--- src/rtl/ctl_load_pkg.sv ---
// Package: shared types and fixed script constants for the strobed
// control-word load sequencer.
package ctl_load_pkg;

    // Sequencer states
    typedef enum logic [2:0] {
        ST_IDLE  = 3'd0,
        ST_XFER  = 3'd1,
        ST_FETCH = 3'd2,
        ST_WAIT  = 3'd3,
        ST_DONE  = 3'd4
    } seq_state_t;

    // Fixed script shape: control transfers first, data transfers after
    localparam int CTRL_STEPS  = 3;
    localparam int DATA_STEPS  = 4;
    localparam int TOTAL_STEPS = CTRL_STEPS + DATA_STEPS;
    localparam int LAST_STEP   = TOTAL_STEPS - 1;
    localparam int STEP_W      = $clog2(TOTAL_STEPS);

    // Levels per transfer: low, high, low
    localparam int LEVELS      = 3;
    localparam int STROBE_LVL  = 1;
    localparam int LAST_LVL    = LEVELS - 1;

endpackage

--- src/rtl/cls_step_ctrl.sv ---
// Module: cls_step_ctrl
// Walks the seven-step script. It tracks the step index, the level inside
// the current transfer and the hold count of that level, and it inserts a
// fetch/wait pair in front of every data step.
// Assumes: HOLD_CYC >= 1 and a memory read latency of one cycle.
module cls_step_ctrl
    import ctl_load_pkg::*;
#(
    parameter int HOLD_CYC = 2,
    localparam int HOLD_W  = (HOLD_CYC > 1) ? $clog2(HOLD_CYC) : 1
) (
    input  logic              clk,
    input  logic              rst_n,
    input  logic              start_i,
    output seq_state_t        state_o,
    output logic [STEP_W-1:0] step_o,
    output logic [1:0]        level_o,
    output logic [HOLD_W-1:0] hold_o,
    output logic              accept_o,
    output logic              advance_o,
    output logic              fetch_o,
    output logic              capture_o,
    output logic              done_o
);

    seq_state_t        state_q;
    logic [STEP_W-1:0] step_q;
    logic [1:0]        level_q;
    logic [HOLD_W-1:0] hold_q;
    logic              hold_end;
    logic              xfer_end;
    logic              on_last_step;

    // End-of-level and end-of-transfer detection
    assign hold_end     = (hold_q == HOLD_W'(HOLD_CYC - 1));
    assign xfer_end     = (state_q == ST_XFER) && hold_end && (level_q == 2'(LAST_LVL));
    assign on_last_step = (step_q == STEP_W'(LAST_STEP));

    // State, step, level and hold counters
    always_ff @(posedge clk) begin
        if (!rst_n) begin
            state_q <= ST_IDLE;
            step_q  <= '0;
            level_q <= '0;
            hold_q  <= '0;
        end else begin
            case (state_q)
                ST_IDLE: begin
                    if (start_i) begin
                        state_q <= ST_XFER;
                        step_q  <= '0;
                        level_q <= '0;
                        hold_q  <= '0;
                    end
                end
                ST_XFER: begin
                    if (!hold_end) begin
                        hold_q <= hold_q + 1'b1;
                    end else begin
                        hold_q <= '0;
                        if (level_q != 2'(LAST_LVL)) begin
                            level_q <= level_q + 1'b1;
                        end else begin
                            level_q <= '0;
                            if (on_last_step) begin
                                state_q <= ST_DONE;
                            end else begin
                                step_q  <= step_q + 1'b1;
                                state_q <= ((int'(step_q) + 1) >= CTRL_STEPS) ? ST_FETCH : ST_XFER;
                            end
                        end
                    end
                end
                ST_FETCH: state_q <= ST_WAIT;
                ST_WAIT:  state_q <= ST_XFER;
                ST_DONE:  state_q <= ST_IDLE;
                default:  state_q <= ST_IDLE;
            endcase
        end
    end

    // Decoded strobes for the word path
    assign state_o   = state_q;
    assign step_o    = step_q;
    assign level_o   = level_q;
    assign hold_o    = hold_q;
    assign accept_o  = (state_q == ST_IDLE) && start_i;
    assign advance_o = xfer_end && !on_last_step;
    assign fetch_o   = (state_q == ST_FETCH);
    assign capture_o = (state_q == ST_WAIT);
    assign done_o    = (state_q == ST_DONE);

    AST_DONE_ONE_CYCLE: assert property (@(posedge clk) disable iff (!rst_n)
        done_o |=> !done_o);
    AST_DONE_AFTER_LAST: assert property (@(posedge clk) disable iff (!rst_n)
        done_o |-> $past(state_q == ST_XFER && on_last_step && level_q == 2'(LAST_LVL)));
    AST_STEP_IN_RANGE: assert property (@(posedge clk) disable iff (!rst_n)
        int'(step_q) <= LAST_STEP);
    AST_FETCH_ON_DATA: assert property (@(posedge clk) disable iff (!rst_n)
        fetch_o |-> (int'(step_q) >= CTRL_STEPS));
    AST_LEVEL_IN_RANGE: assert property (@(posedge clk) disable iff (!rst_n)
        int'(level_q) <= LAST_LVL);

endmodule

--- src/rtl/cls_word_sel.sv ---
// Module: cls_word_sel
// Holds the captured control word and base address, and the word that is
// currently being transferred. It loads the next word at each step change
// and builds the memory address for each data step.
// Assumes: advance_i, capture_i and accept_i are never high together.
module cls_word_sel
    import ctl_load_pkg::*;
#(
    parameter int WORD_W       = 16,
    parameter int ADDR_W       = 8,
    parameter int STOP_FLAG    = 14,
    parameter int CLEAR_FLAG   = 10
) (
    input  logic              clk,
    input  logic              rst_n,
    input  logic              accept_i,
    input  logic              advance_i,
    input  logic              capture_i,
    input  logic [STEP_W-1:0] step_i,
    input  logic [WORD_W-1:0] ctl_word_i,
    input  logic [ADDR_W-1:0] base_addr_i,
    input  logic [WORD_W-1:0] rd_data_i,
    output logic [WORD_W-1:0] word_o,
    output logic [ADDR_W-1:0] rd_addr_o
);

    localparam logic [WORD_W-1:0] FLAG_MASK =
        (WORD_W'(1) << STOP_FLAG) | (WORD_W'(1) << CLEAR_FLAG);

    logic [WORD_W-1:0] ctl_q;
    logic [ADDR_W-1:0] base_q;
    logic [WORD_W-1:0] word_q;
    logic [STEP_W-1:0] next_step;
    logic [STEP_W-1:0] data_idx;

    assign next_step = step_i + 1'b1;
    assign data_idx  = step_i - STEP_W'(CTRL_STEPS);

    // Capture of start arguments and selection of the word in flight
    always_ff @(posedge clk) begin
        if (!rst_n) begin
            ctl_q  <= '0;
            base_q <= '0;
            word_q <= '0;
        end else if (accept_i) begin
            ctl_q  <= ctl_word_i;
            base_q <= base_addr_i;
            word_q <= ctl_word_i;
        end else if (advance_i) begin
            if (next_step == STEP_W'(1)) begin
                word_q <= ctl_q | FLAG_MASK;
            end else if (next_step == STEP_W'(2)) begin
                word_q <= ctl_q;
            end
        end else if (capture_i) begin
            word_q <= rd_data_i;
        end
    end

    // Memory address for the current data step
    assign rd_addr_o = base_q + ADDR_W'(data_idx);
    assign word_o    = word_q;

    AST_ARGS_HELD: assert property (@(posedge clk) disable iff (!rst_n)
        !accept_i |=> ($stable(ctl_q) && $stable(base_q)));
    AST_FLAGS_ON_STEP1: assert property (@(posedge clk) disable iff (!rst_n)
        (advance_i && step_i == STEP_W'(0)) |=> ((word_q & FLAG_MASK) == FLAG_MASK));

endmodule

--- src/rtl/cls_port_drive.sv ---
// Module: cls_port_drive
// Forms the port level from the word in flight: the strobe bit is forced
// high on the middle level and low everywhere else; all other bits pass.
// Assumes: STROBE_BIT < WORD_W.
module cls_port_drive #(
    parameter int WORD_W     = 16,
    parameter int STROBE_BIT = 6
) (
    input  logic [WORD_W-1:0] word_i,
    input  logic              strobe_on_i,
    output logic [WORD_W-1:0] port_o
);

    localparam logic [WORD_W-1:0] STB_MASK = WORD_W'(1) << STROBE_BIT;

    // Override the strobe bit only
    always_comb begin
        port_o = (word_i & ~STB_MASK) | (strobe_on_i ? STB_MASK : '0);
    end

endmodule

--- src/rtl/ctl_load_seq.sv ---
// Module: ctl_load_seq (top)
// Strobed control-word load sequencer. A start pulse plays a fixed script of
// three control transfers and four memory-sourced data transfers, each as a
// strobe-low, strobe-high, strobe-low triple, then pulses done.
// Assumes: memory returns data one cycle after rd_req_o; start is honoured
// only while idle.
module ctl_load_seq
    import ctl_load_pkg::*;
#(
    parameter int WORD_W     = 16,
    parameter int ADDR_W     = 8,
    parameter int HOLD_CYC   = 2,
    parameter int STROBE_BIT = 6,
    parameter int STOP_FLAG  = 14,
    parameter int CLEAR_FLAG = 10
) (
    input  logic              clk,
    input  logic              rst_n,
    input  logic              start_i,
    input  logic [WORD_W-1:0] ctl_word_i,
    input  logic [ADDR_W-1:0] base_addr_i,
    input  logic [WORD_W-1:0] rd_data_i,
    output logic [WORD_W-1:0] port_o,
    output logic              rd_req_o,
    output logic [ADDR_W-1:0] rd_addr_o,
    output logic              done_o
);

    localparam int HOLD_W = (HOLD_CYC > 1) ? $clog2(HOLD_CYC) : 1;

    seq_state_t        state;
    logic [STEP_W-1:0] step;
    logic [1:0]        level;
    logic [HOLD_W-1:0] hold;
    logic              accept;
    logic              advance;
    logic              fetch;
    logic              capture;
    logic [WORD_W-1:0] word;
    logic              strobe_on;

    cls_step_ctrl #(
        .HOLD_CYC (HOLD_CYC)
    ) u_ctrl (
        .clk       (clk),
        .rst_n     (rst_n),
        .start_i   (start_i),
        .state_o   (state),
        .step_o    (step),
        .level_o   (level),
        .hold_o    (hold),
        .accept_o  (accept),
        .advance_o (advance),
        .fetch_o   (fetch),
        .capture_o (capture),
        .done_o    (done_o)
    );

    cls_word_sel #(
        .WORD_W     (WORD_W),
        .ADDR_W     (ADDR_W),
        .STOP_FLAG  (STOP_FLAG),
        .CLEAR_FLAG (CLEAR_FLAG)
    ) u_word (
        .clk         (clk),
        .rst_n       (rst_n),
        .accept_i    (accept),
        .advance_i   (advance),
        .capture_i   (capture),
        .step_i      (step),
        .ctl_word_i  (ctl_word_i),
        .base_addr_i (base_addr_i),
        .rd_data_i   (rd_data_i),
        .word_o      (word),
        .rd_addr_o   (rd_addr_o)
    );

    // Strobe high only on the middle level of a transfer
    assign strobe_on = (state == ST_XFER) && (level == 2'(STROBE_LVL));

    cls_port_drive #(
        .WORD_W     (WORD_W),
        .STROBE_BIT (STROBE_BIT)
    ) u_port (
        .word_i      (word),
        .strobe_on_i (strobe_on),
        .port_o      (port_o)
    );

    assign rd_req_o = fetch;

    AST_STROBE_IN_XFER: assert property (@(posedge clk) disable iff (!rst_n)
        port_o[STROBE_BIT] |-> (state == ST_XFER));
    AST_REQ_SINGLE: assert property (@(posedge clk) disable iff (!rst_n)
        rd_req_o |=> (!rd_req_o && !done_o));
    AST_NO_RESTART: assert property (@(posedge clk) disable iff (!rst_n)
        (state != ST_IDLE && start_i) |=>
            !(state == ST_XFER && step == '0 && level == '0 && hold == '0));
    AST_RESET_QUIET: assert property (@(posedge clk)
        !rst_n |=> (port_o == '0 && !rd_req_o && !done_o));

endmodule

--- config.mk ---
export PLATFORM = sky130hd
export DESIGN_NAME = ctl_load_seq
export DESIGN_NICKNAME = d
export VERILOG_FILES = /design/src/rtl/ctl_load_pkg.sv /design/src/rtl/cls_step_ctrl.sv /design/src/rtl/cls_word_sel.sv /design/src/rtl/cls_port_drive.sv /design/src/rtl/ctl_load_seq.sv
export SDC_FILE = /design/constraint.sdc
export NUM_CORES = 1
export LEC_CHECK = 0
export ABC_AREA = 1
export BUFFER_PORTS_ARGS = -buffer_cell sky130_fd_sc_hd__buf_2
export CORE_UTILIZATION = 57
export CTS_CLUSTER_DIAMETER = 80
export DETAILED_ROUTE_END_ITERATION = 8
export HOLD_SLACK_MARGIN = 0.05
export PLACE_DENSITY = 0.84
export SETUP_SLACK_MARGIN = 0.5
export SYNTH_ARGS = -nofsm -noshare
export SYNTH_HDL_FRONTEND = slang
export SYNTH_SLANG_ARGS = --single-unit
--- constraint.sdc ---
create_clock -name clk -period 3.15 [get_ports clk]
set_input_delay 0.4725 -clock clk [delete_from_list [all_inputs] [get_ports clk]]
set_output_delay 0.4725 -clock clk [all_outputs]
set_load 0.01 [all_outputs]
==> impl_metrics.toml, run 1 <==
[worst_setup_path]
crit_slowest_cell = "dfxtp_4"
ff2ff_path_depth = 8
path_cells = "ha_2 -> nand2_1 -> and2_4 -> ha_4 -> nand3_1 -> nand3_2 -> nand2_1 -> nor2_1 -> xor2_1 -> buf_2"
r2r_start = "u_ctrl.step_o[0]"
critPathKind = "flop to primary output"
path_depth = 10
critical_path_arrival_ns = 2.09
crit_start = "u_ctrl.step_o[1]"
path_max_fanout = 4
cpMostUsedCell = "nand2_1"
crit_path_end_kind = "primary output"
critical_path.top_delay_family = "simple AND/OR/NAND/NOR gates"
crit_required_ns = 2.68
cpPeakStageDelay_ns = 0.37
crit_buf_inv = 1
critPathLaunchType = "flop"

[worst_hold_path]
holdPathStages = 3
min_path_type = "primary input to flop"
hp-start = "base_addr_i[0]"

[logic_synthesis]
synth_top_cell_area_share_pct = 36.2
netlist_area_um2 = 2600
ys_warn_count = 0
seq_area_frac_synth_pct = 36.2
synth_top_area_cell = "dfxtp_1"
ys_seq_elements = 47
syn_nets = 450
avgSynthCellArea_um2 = 6.49
postSynthCellCount = 400
synth_area_leaders = "dfxtp_1 (36%), nand2_1 (17%), nor2_1 (9.8%)"
yosysUniqueCellTypes = 27

[sta]
worst_pin_slew_ns = 0.718
finalHoldViolations = 0
post-route-period-util_pct = 81.4
setup_violations = 0
fmax_mhz = 390
maxSlewViolCount = 0
tns_ns = 0
relSlewSlack_pct = 52.0
fin_worst_skew_ns = 0.00362
rsz0062_at_grt = "false"
period_minus_slack_ns = 2.56

[finish]
area_growth_pct = 16.9
drive_above_1_share_pct = 22.5
layout.nets = 507
finalNonFillerCells = 509
design_area_um2 = 3040
antenna_cells = 0

[clock_tree]
cts_tree = "built"
clk_latency_ns = 0.30
holdBufCountCts = 0
htreeDepth = 2
cts_buffers = 5
clk_path_buf_depth = 2
root_buffer = "clkbuf_8"
cts.sinks = 47
path_clk_slew_ns = 0.08

[pwr]
fin_total_pwr_uw = 1270
ir_worst_vdd_v = 0.000212
p_leak_uw = 0.00159
p_per_area_nw_per_um2 = 418

[run]
drv_cap = 0

[placed_design]
placed_cells = 501
place_area_um2 = 2900
dp_hpwl_um = 4030
io_buffers = 66
place_congestion = 0.853

[global_route]
grt_max_degree = 43
grt_usage_pct = 25.3
grt_first_pass_wirelength_um = 9800
first_global_vias = 2315
antenna_found_initial = 0
grt_overflow = 0

[floorplanning]
die_height_um = 69.5
die_area_um2 = 4830
core_um2 = 4350
start_util_pct = 59.7
ioPinCount = 69
die_w_um = 69.5
placementRows = 24

[routing]
first_pass_iters = 4
drc_errors = 0
wl_per_cell_um = 11.8
avgViaCountPerCell = 5.06
vias = 2573
final_antenna_net_count = 0
wl_um = 6030
drt_iter0_drc = 137

[outcome]
status = "completed"
worst paths after layout:
kind              slack, ns                 to
setup / recovery       0.59       rd_addr_o[7]
hold / removal         0.42   u_word.base_q[0]
hold reg to reg        0.47   u_word.ctl_q[14]
setup reg to reg       1.10  u_word.word_o[10]
layout make-up:
cell class,count,area [um2]
Multi-Input combinational cell,282,1390
Clock buffer,6,82.6
Fill cell,374,1320
Clock inverter,1,5.00
Inverter,52,195
Sequential cell,47,946
Timing Repair Buffer,69,353
Tap cell,52,65.1
per-layer routing:
metal	global-route usage [%]	routed length, um	up-vias	share of wire (%)
met5	0	0	-	0
met4	9.30	66	0	1.1
met3	5.52	344	6	5.7
met2	44.2	3080	71	51
met1	30.3	2530	1154	42
li1	-	-	1342	-
worst register-to-register path: cells and delay by family, from the launching register on:
family | cells | cell delay [ns]
DFF | 1 | 0.35
buffers and inverters | 1 | 0.10
and+or+nand+nor | 6 | 1.30
adders and majority gates | 1 | 0.21
through the flow:
step                      hold slack (ns)  setup WS (ns)  util [%]
after floorplan                     0.444           1.02         -
after global placement              0.452          0.875      66.6
after detailed placement            0.457          0.742      66.6
after CTS                           0.408          0.530      68.7
after global routing                0.415          0.451      69.7
final                               0.415          0.587      69.7
repair_timing:
item / in CTS / in global routing
gates resized for setup: 2 / 7
setup buffers: 0 / 1
endpoints found under the setup margin: 3 / 3
pin swaps: 0 / 1
kinds of logic (layout without fill, tap and decap cells):
logic type,after synthesis,count (layout),share of synthesized area [%]
simple gates,230,230,38.6
buf+inv,71,128,11.8
flops,47,47,36.2
compound gates,39,39,7.76
fa+ha+maj,7,7,3.66
xor+xnor,6,6,2.02
flip-flops by register name, indices dropped and copies added, names as in the netlist:
register	count
u_word.word_o	15
u_word.base_q	8
u_word.ctl_q	15
u_ctrl.step_o	3
u_ctrl.hold_o	1
u_ctrl.level_o	2
u_ctrl.state_o	3
synth_stat cells:
library cell  instances
inv_1                49
fa_1                  1
nand2_1             117
a21oi_2               1
a211oi_1              1
xor2_1                6
nor3_1                2
nor2_2               10
nand4_1              17
buf_4                 3
buf_6                 2
nand2_2               1
clkinv_1              1
nor2_8                1
dfxtp_1              47
o21ai_1               2
nand3_2               3
a21oi_1              29
nand3_1               9
nand4_4               1
buf_2                10
and2_1                1
inv_2                 2
clkbuf_1              4
ha_1                  6
nor2_1               68
o21ai_0               6
report_power, final:
group	switching (uW)	internal [uW]	total, uW	leakage, uW
logic	143	96.6	239	0.00116
registers	26.6	633	659	0.000388
clock network	198	173	370	0.0000470
layout by cell type, fill, tap and decap left out, types with 2 or more instances in the layout:
cell	instances
nand2_1	117
nor2_1	68
buf_2	66
inv_1	49
dfxtp_1	45
a21oi_1	28
nand4_1	17
nor2_2	10
nand3_1	8
xor2_1	6
o21ai_0	6
clkbuf_8	6
nand3_2	4
ha_1	3
buf_4	3
inv_2	2
a21oi_2	2
nor3_1	2
o21ai_1	2
ha_4	2
Power figures use the tool's default switching activity.
==> inputs of run 2 (changes only) <==
--- a/config.mk
+++ b/config.mk
@@ -5,13 +5,13 @@
 export SDC_FILE = /design/constraint.sdc
 export NUM_CORES = 1
 export LEC_CHECK = 0
-export ABC_AREA = 1
+export ABC_AREA = 0
 export BUFFER_PORTS_ARGS = -buffer_cell sky130_fd_sc_hd__buf_2
-export CORE_UTILIZATION = 57
+export CORE_UTILIZATION = 52
 export CTS_CLUSTER_DIAMETER = 80
 export DETAILED_ROUTE_END_ITERATION = 8
 export HOLD_SLACK_MARGIN = 0.05
-export PLACE_DENSITY = 0.84
+export PLACE_DENSITY = 0.79
 export SETUP_SLACK_MARGIN = 0.5
 export SYNTH_ARGS = -nofsm -noshare
 export SYNTH_HDL_FRONTEND = slang
==> constraint.sdc (replaced) <==
create_clock -name clk -period 2.4 [get_ports clk]
set_input_delay 0.36 -clock clk [delete_from_list [all_inputs] [get_ports clk]]
set_output_delay 0.36 -clock clk [all_outputs]
set_load 0.01 [all_outputs]
==> run 2 against run 1 <==
Compared with the run above:
- first-iteration DRC count decreased by 8.0%
- synthesized cell count decreased by 29%
- critical endpoint is now rd_addr_o[6]
- final cell count is 21% lower
- count of clock-buffer cells in the layout rose by 1
- clock skew is 0.0057 ns higher
- combinational power up 18%
- sequential cell count unchanged
- core utilization down 0.89 points
- global-route usage down 0.32 points
- largest power group unchanged
==> impl_metrics.toml, run 2 <==
[global_route]
grt_overflow = 0
grt_usage_pct = 25.0
grt_max_degree = 30
grt_first_pass_wirelength_um = 9800
antenna_found_initial = 0
first_global_vias = 2199

[placed_design]
place_ws_ns = 0.284
dp_hpwl_um = 3860
place_congestion = 0.839
io_buffers = 66
place_area_um2 = 2800

[worst_setup_path]
crit_buf_inv = 2
critPathLaunchType = "flop"
critical_path_arrival_ns = 2.01
cpPeakStageDelay_ns = 0.38
path_max_fanout = 3
critical_path.top_delay_family = "adder cells"
crit_required_ns = 2.04
critPathKind = "flop to primary output"
path_cells = "inv_2 -> ha_4 -> fa_2 -> a21oi_4 -> nor2b_4 -> and3_4 -> xor2_2 -> buf_2"
crit_path_end_kind = "primary output"
crit_slowest_cell = "dfxtp_4"

[routing]
drc_errors = 0
wl_um = 6010
avgViaCountPerCell = 5.67
vias = 2284
drt_iter0_drc = 126
wl_per_cell_um = 14.9
final_antenna_net_count = 0
first_pass_iters = 4

[finish]
area_growth_pct = 26.0
layout.cells.most_common = "buf_2"
antenna_cells = 0
design_area_um2 = 3040
fillers = 375
drive_above_1_share_pct = 36.5
layout.nets = 401
final_cell_mix = "buf_2 (65), nand2_1 (51), dfxtp_1 (42)"

[logic_synthesis]
yosysUniqueCellTypes = 47
synth_top_cell_area_share_pct = 39.0
synth_top_area_cell = "dfxtp_1"
avgSynthCellArea_um2 = 8.46
yosysMostFrequentCell = "nand2_1"
synth_commonest_cells = "nand2_1 (51), dfxtp_1 (47), a21oi_1 (27), inv_1 (18)"
synth_area_leaders = "dfxtp_1 (39%), nand2_1 (7.9%), a21oi_1 (5.6%)"
synth_ff_type = "dfxtp_1"
syn_nets = 335
ys_warn_count = 0
netlist_area_um2 = 2410
ys_seq_elements = 47
postSynthCellCount = 285
seq_area_frac_synth_pct = 39.0
synth-edff-count = 0
async_reset_ff_share_pct = 0

[floorplanning]
die_area_um2 = 4920
ioPinCount = 69
die_height_um = 70.1
die_w_um = 70.1
core_um2 = 4410
start_util_pct = 54.6
placementRows = 24

[sta]
worst_pin_slew_ns = 0.519
finalHoldViolations = 0
fin_worst_skew_ns = 0.00927
tns_ns = 0
fmax_mhz = 421
setup_violations = 0
final.setup.worst_slack_ns = 0.0270
maxSlewViolCount = 0
period_minus_slack_ns = 2.37
relSlewSlack_pct = 65.1
post-route-period-util_pct = 98.9
rsz0062_at_grt = "true"

[clock_tree]
cts_tree = "built"
root_buffer = "clkbuf_8"
htreeDepth = 2
holdBufCountCts = 0
path_clk_slew_ns = 0.09
cts.sinks = 47
clk_latency_ns = 0.29
clk_path_buf_depth = 2
cts_buffers = 5

[pwr]
sw_frac_of_total_pct = 26.0
cell_internal_pwr_uw = 1220
combPwrFrac_pct = 17.1
fin_total_pwr_uw = 1650
sequentialPowerShare_pct = 51.8
ir_worst_vdd_v = 0.000312
clock_power_share_pct = 31.2
p_leak_uw = 0.00135
p_sw_uw = 429
p_per_area_nw_per_um2 = 542

[worst_hold_path]
min_path_type = "primary input to flop"

[outcome]
status = "completed"

[run]
drv_cap = 0
## run 2: cell count changes after synthesis, sizes merged, moves of 4 or more
cell,before,now
nand2,118,51
nand4,18,13
clkbuf,4,12
a32o,0,13
a31oi,0,4
o211ai,0,13
nor3b,0,4
o21ai,8,4
nor2,79,7
or2,0,14
inv,51,18
nand3,12,1
## run 2: worst reg2reg max path: cells and delay by family, from the launching register on
kind             cells  cell delay (ns)
AO/OA/AOI/OAI        2             0.36
AND/OR/NAND/NOR      2             1.03
flip-flops           1             0.39
## run 2: routing by layer
layer	routed length, um	track usage, %
met5	0	0
met4	42	8.44
met3	270	5.05
met2	3020	43.7
met1	2680	30.4
## run 2: area by class of cell
cell class,count,area [um2],share of cell area [%]
multi-input combinational,197,1390,45.7
clock buffer,7,97.6,3.21
sequential,47,957,31.5
timing repair buffer,82,460,15.2
tap,52,65.1,2.14
inverter,18,70.1,2.31
## run 2: power by group through the flow
stage               clock (uW)  combinational, uW  sequential [uW]
floorplan                    0                166              874
global placement             0                254              869
detailed placement           0                260              872
CTS                        523                274              853
global route               557                307              858
finish                     513                281              852
## run 2: kinds of logic (layout without fill, tap and decap cells)
logic type                 Yosys count  in the layout  synth area share [%]
and+or+nand+nor                    109            110                  23.5
AOI/OAI and AO/OA                   70             70                  21.2
DFF                                 47             47                  39.0
buffers and inverters               42            107                  8.56
adders and majority gates            7              7                  3.94
xor gates and xnor gates             7              7                  2.54
muxes                                3              3                  1.24
## run 2: through the flow
stage               cells  hold slack [ns]  util (%)
floorplan             285            0.436         -
CTS                   401            0.298      68.0
global route          403            0.294      68.8
detailed placement    387            0.448      63.5
global placement      387            0.441      63.5
finish                403            0.304      68.8
## run 2: repair_timing
item | in CTS | in global routing
buffers inserted | 6 | 2
setup endpoints to repair | 21 | 22
cloned | 1 | 0
pin swaps | 7 | 1
resized for setup | 13 | 7
## run 2: worst paths after layout
| check | end | cells after the start | slack, ns | from |
|---|---|---|---|---|
| setup reg to reg | u_word.word_o[7] | 4 | 0.57 | u_ctrl.state_o[2] |
| hold reg to reg | u_word.ctl_q[10] | 2 | 0.46 | u_word.ctl_q[10] |
| setup / recovery | rd_addr_o[6] | 8 | 0.03 | u_ctrl.step_o[1] |
| hold / removal | u_word.ctl_q[2] | 3 | 0.30 | ctl_word_i[2] |
==> inputs of run 3 (changes only) <==
--- a/config.mk
+++ b/config.mk
@@ -5,9 +5,9 @@
 export SDC_FILE = /design/constraint.sdc
 export NUM_CORES = 1
 export LEC_CHECK = 0
-export ABC_AREA = 0
+export ABC_AREA = 1
 export BUFFER_PORTS_ARGS = -buffer_cell sky130_fd_sc_hd__buf_2
-export CORE_UTILIZATION = 52
+export CORE_UTILIZATION = 53
 export CTS_CLUSTER_DIAMETER = 80
 export DETAILED_ROUTE_END_ITERATION = 8
 export HOLD_SLACK_MARGIN = 0.05
==> run 3 against run 2 <==
Compared with the run above:
- clock skew down 0.0053 ns
- register-to-register slack worse by 0.51 ns
- sequential power up 1%
- die area up 5.5%
- hold slack worse by 0.015 ns
- final cell count up 35%
- design area up 9.8%
- clock power up 19%
- first-iteration DRC count up 23%
- critical endpoint is now rd_addr_o[5]
- largest cell class unchanged
==> impl_metrics.toml, run 3 (same netlist as run 1, synthesis figures left out) <==
[outcome]
status = "completed"

[worst_hold_path]
min_path_type = "primary input to flop"
holdPathStages = 3
hp-start = "base_addr_i[0]"
worstHoldEndpoint = "u_word.base_q[0]"

[clock_tree]
htreeDepth = 2
cts_buffers = 5
clk_latency_ns = 0.31
root_buffer = "clkbuf_8"
path_clk_slew_ns = 0.08
clk_path_buf_depth = 2
cts.sinks = 47
cts_tree = "built"
holdBufCountCts = 0

[worst_setup_path]
ff2ff_path_depth = 19
crit_required_ns = 2.04
critPathKind = "flop to primary output"
critPathLaunchType = "flop"
path_max_fanout = 4
r2r_start = "u_ctrl.step_o[0]"
regToRegEndpoint = "u_word.word_o[14]"
critical_path_arrival_ns = 1.98
r2r_setup_slack_ns = 0.06
crit_path_end_kind = "primary output"

[sta]
worst_pin_slew_ns = 0.737
fmax_mhz = 427
relSlewSlack_pct = 50.8
maxSlewViolCount = 0
finalHoldViolations = 0
fin_worst_skew_ns = 0.00400
period_minus_slack_ns = 2.34
post-route-period-util_pct = 97.6
rsz0062_at_grt = "true"
setup_violations = 0

[global_route]
first_global_vias = 2453
grt_usage_pct = 25.9
grt_overflow = 0
grt_first_pass_wirelength_um = 10400
grt_max_degree = 32
antenna_found_initial = 0

[routing]
vias = 2693
drc_errors = 0
first_pass_iters = 4
wl_per_cell_um = 11.9
avgViaCountPerCell = 4.94
wl_um = 6490
final_antenna_net_count = 0
drt_iter0_drc = 155

[floorplanning]
placementRows = 25
core_um2 = 4720
start_util_pct = 55.0
die_w_um = 72.0
die_area_um2 = 5180
ioPinCount = 69
die_height_um = 72.0

[placed_design]
place_congestion = 0.848
dp_hpwl_um = 4080
io_buffers = 66
placed_cells = 520

[finish]
finalNonFillerCells = 545
antenna_cells = 0
drive_above_1_share_pct = 29.3
layout.cells.most_common = "nand2_1"
utilization_pct = 70.6
fillers = 390
layout.nets = 527
area_growth_pct = 28.5
final_cell_mix = "nand2_1 (111), nor2_1 (66), buf_2 (66)"

[pwr]
ir_worst_vdd_v = 0.000388
fin_total_pwr_uw = 1810
p_leak_uw = 0.00171
p_per_area_nw_per_um2 = 542

[run]
drv_cap = 0
## run 3: worst max path at each step
stage,start,to,slack (ns)
2_1_floorplan,u_ctrl.step_o[1],rd_addr_o[5],0.50
4_1_cts,u_ctrl.step_o[0],rd_addr_o[7],0.06
3_3_place_gp,u_ctrl.step_o[1],rd_addr_o[6],0.35
5_1_grt,u_ctrl.step_o[1],rd_addr_o[7],-0.02
3_5_place_dp,u_ctrl.step_o[1],rd_addr_o[6],0.30
6_report,u_ctrl.step_o[1],rd_addr_o[5],0.06
## run 3: final cells by class
class / count / area (um2) / share of cell area (%)
clock buffer: 6 / 82.6 / 2.47
tap: 67 / 83.8 / 2.51
inverter: 52 / 195 / 5.85
timing repair buffer: 89 / 514 / 15.4
clock inverter: 2 / 35.0 / 1.05
multi-input combinational: 282 / 1480 / 44.3
sequential: 47 / 948 / 28.4
## run 3: layer usage
metal / vias up / GRT usage [%] / part of all wire, % / wire length (um)
met3: 16 / 4.44 / 5.1 / 331
met4: 0 / 15.0 / 2.9 / 185
li1: 1383 / - / - / -
met1: 1216 / 30.3 / 43 / 2800
met2: 78 / 44.8 / 49 / 3170
met5: - / 0 / 0 / 0
## run 3: worst max-delay path: stages, from the launching register on
cell	delay, ns
dfxtp_4	0.38
ha_4	0.14
nand2_2	0.08
and2_4	0.18
ha_4	0.29
nand2_1	0.07
nand3_2	0.09
nand2_2	0.07
nor2_2	0.11
xor2_1	0.13
buf_2	0.14
## run 3: timing repair
item                                    4_1_cts  5_1_grt
hold endpoints to repair                      0        0
buffers inserted                             13        4
endpoints found under the setup margin        8       22
pin swaps                                    13       13
gates resized for setup                      12       10
## run 3: per-stage QoR
| step | setup TNS, ns | area [um2] | hold WS (ns) | setup slack (ns) |
|---|---|---|---|---|
| 2_1_floorplan | 0 | 2660 | 0.444 | 0.496 |
| 3_3_place_gp | 0 | 3010 | 0.452 | 0.347 |
| 3_5_place_dp | 0 | 3010 | 0.456 | 0.303 |
| 4_1_cts | 0 | 3260 | 0.290 | 0.0572 |
| 5_1_grt | -0.0381 | 3340 | 0.311 | -0.0206 |
| 6_report | 0 | 3340 | 0.288 | 0.0587 |
## run 3: report_power, final
group	internal [uW]	total [uW]	switching, uW	leakage, uW
Combinational	136	332	196	0.00126
Clock	337	612	275	0.0000612
Sequential	829	864	35.1	0.000388
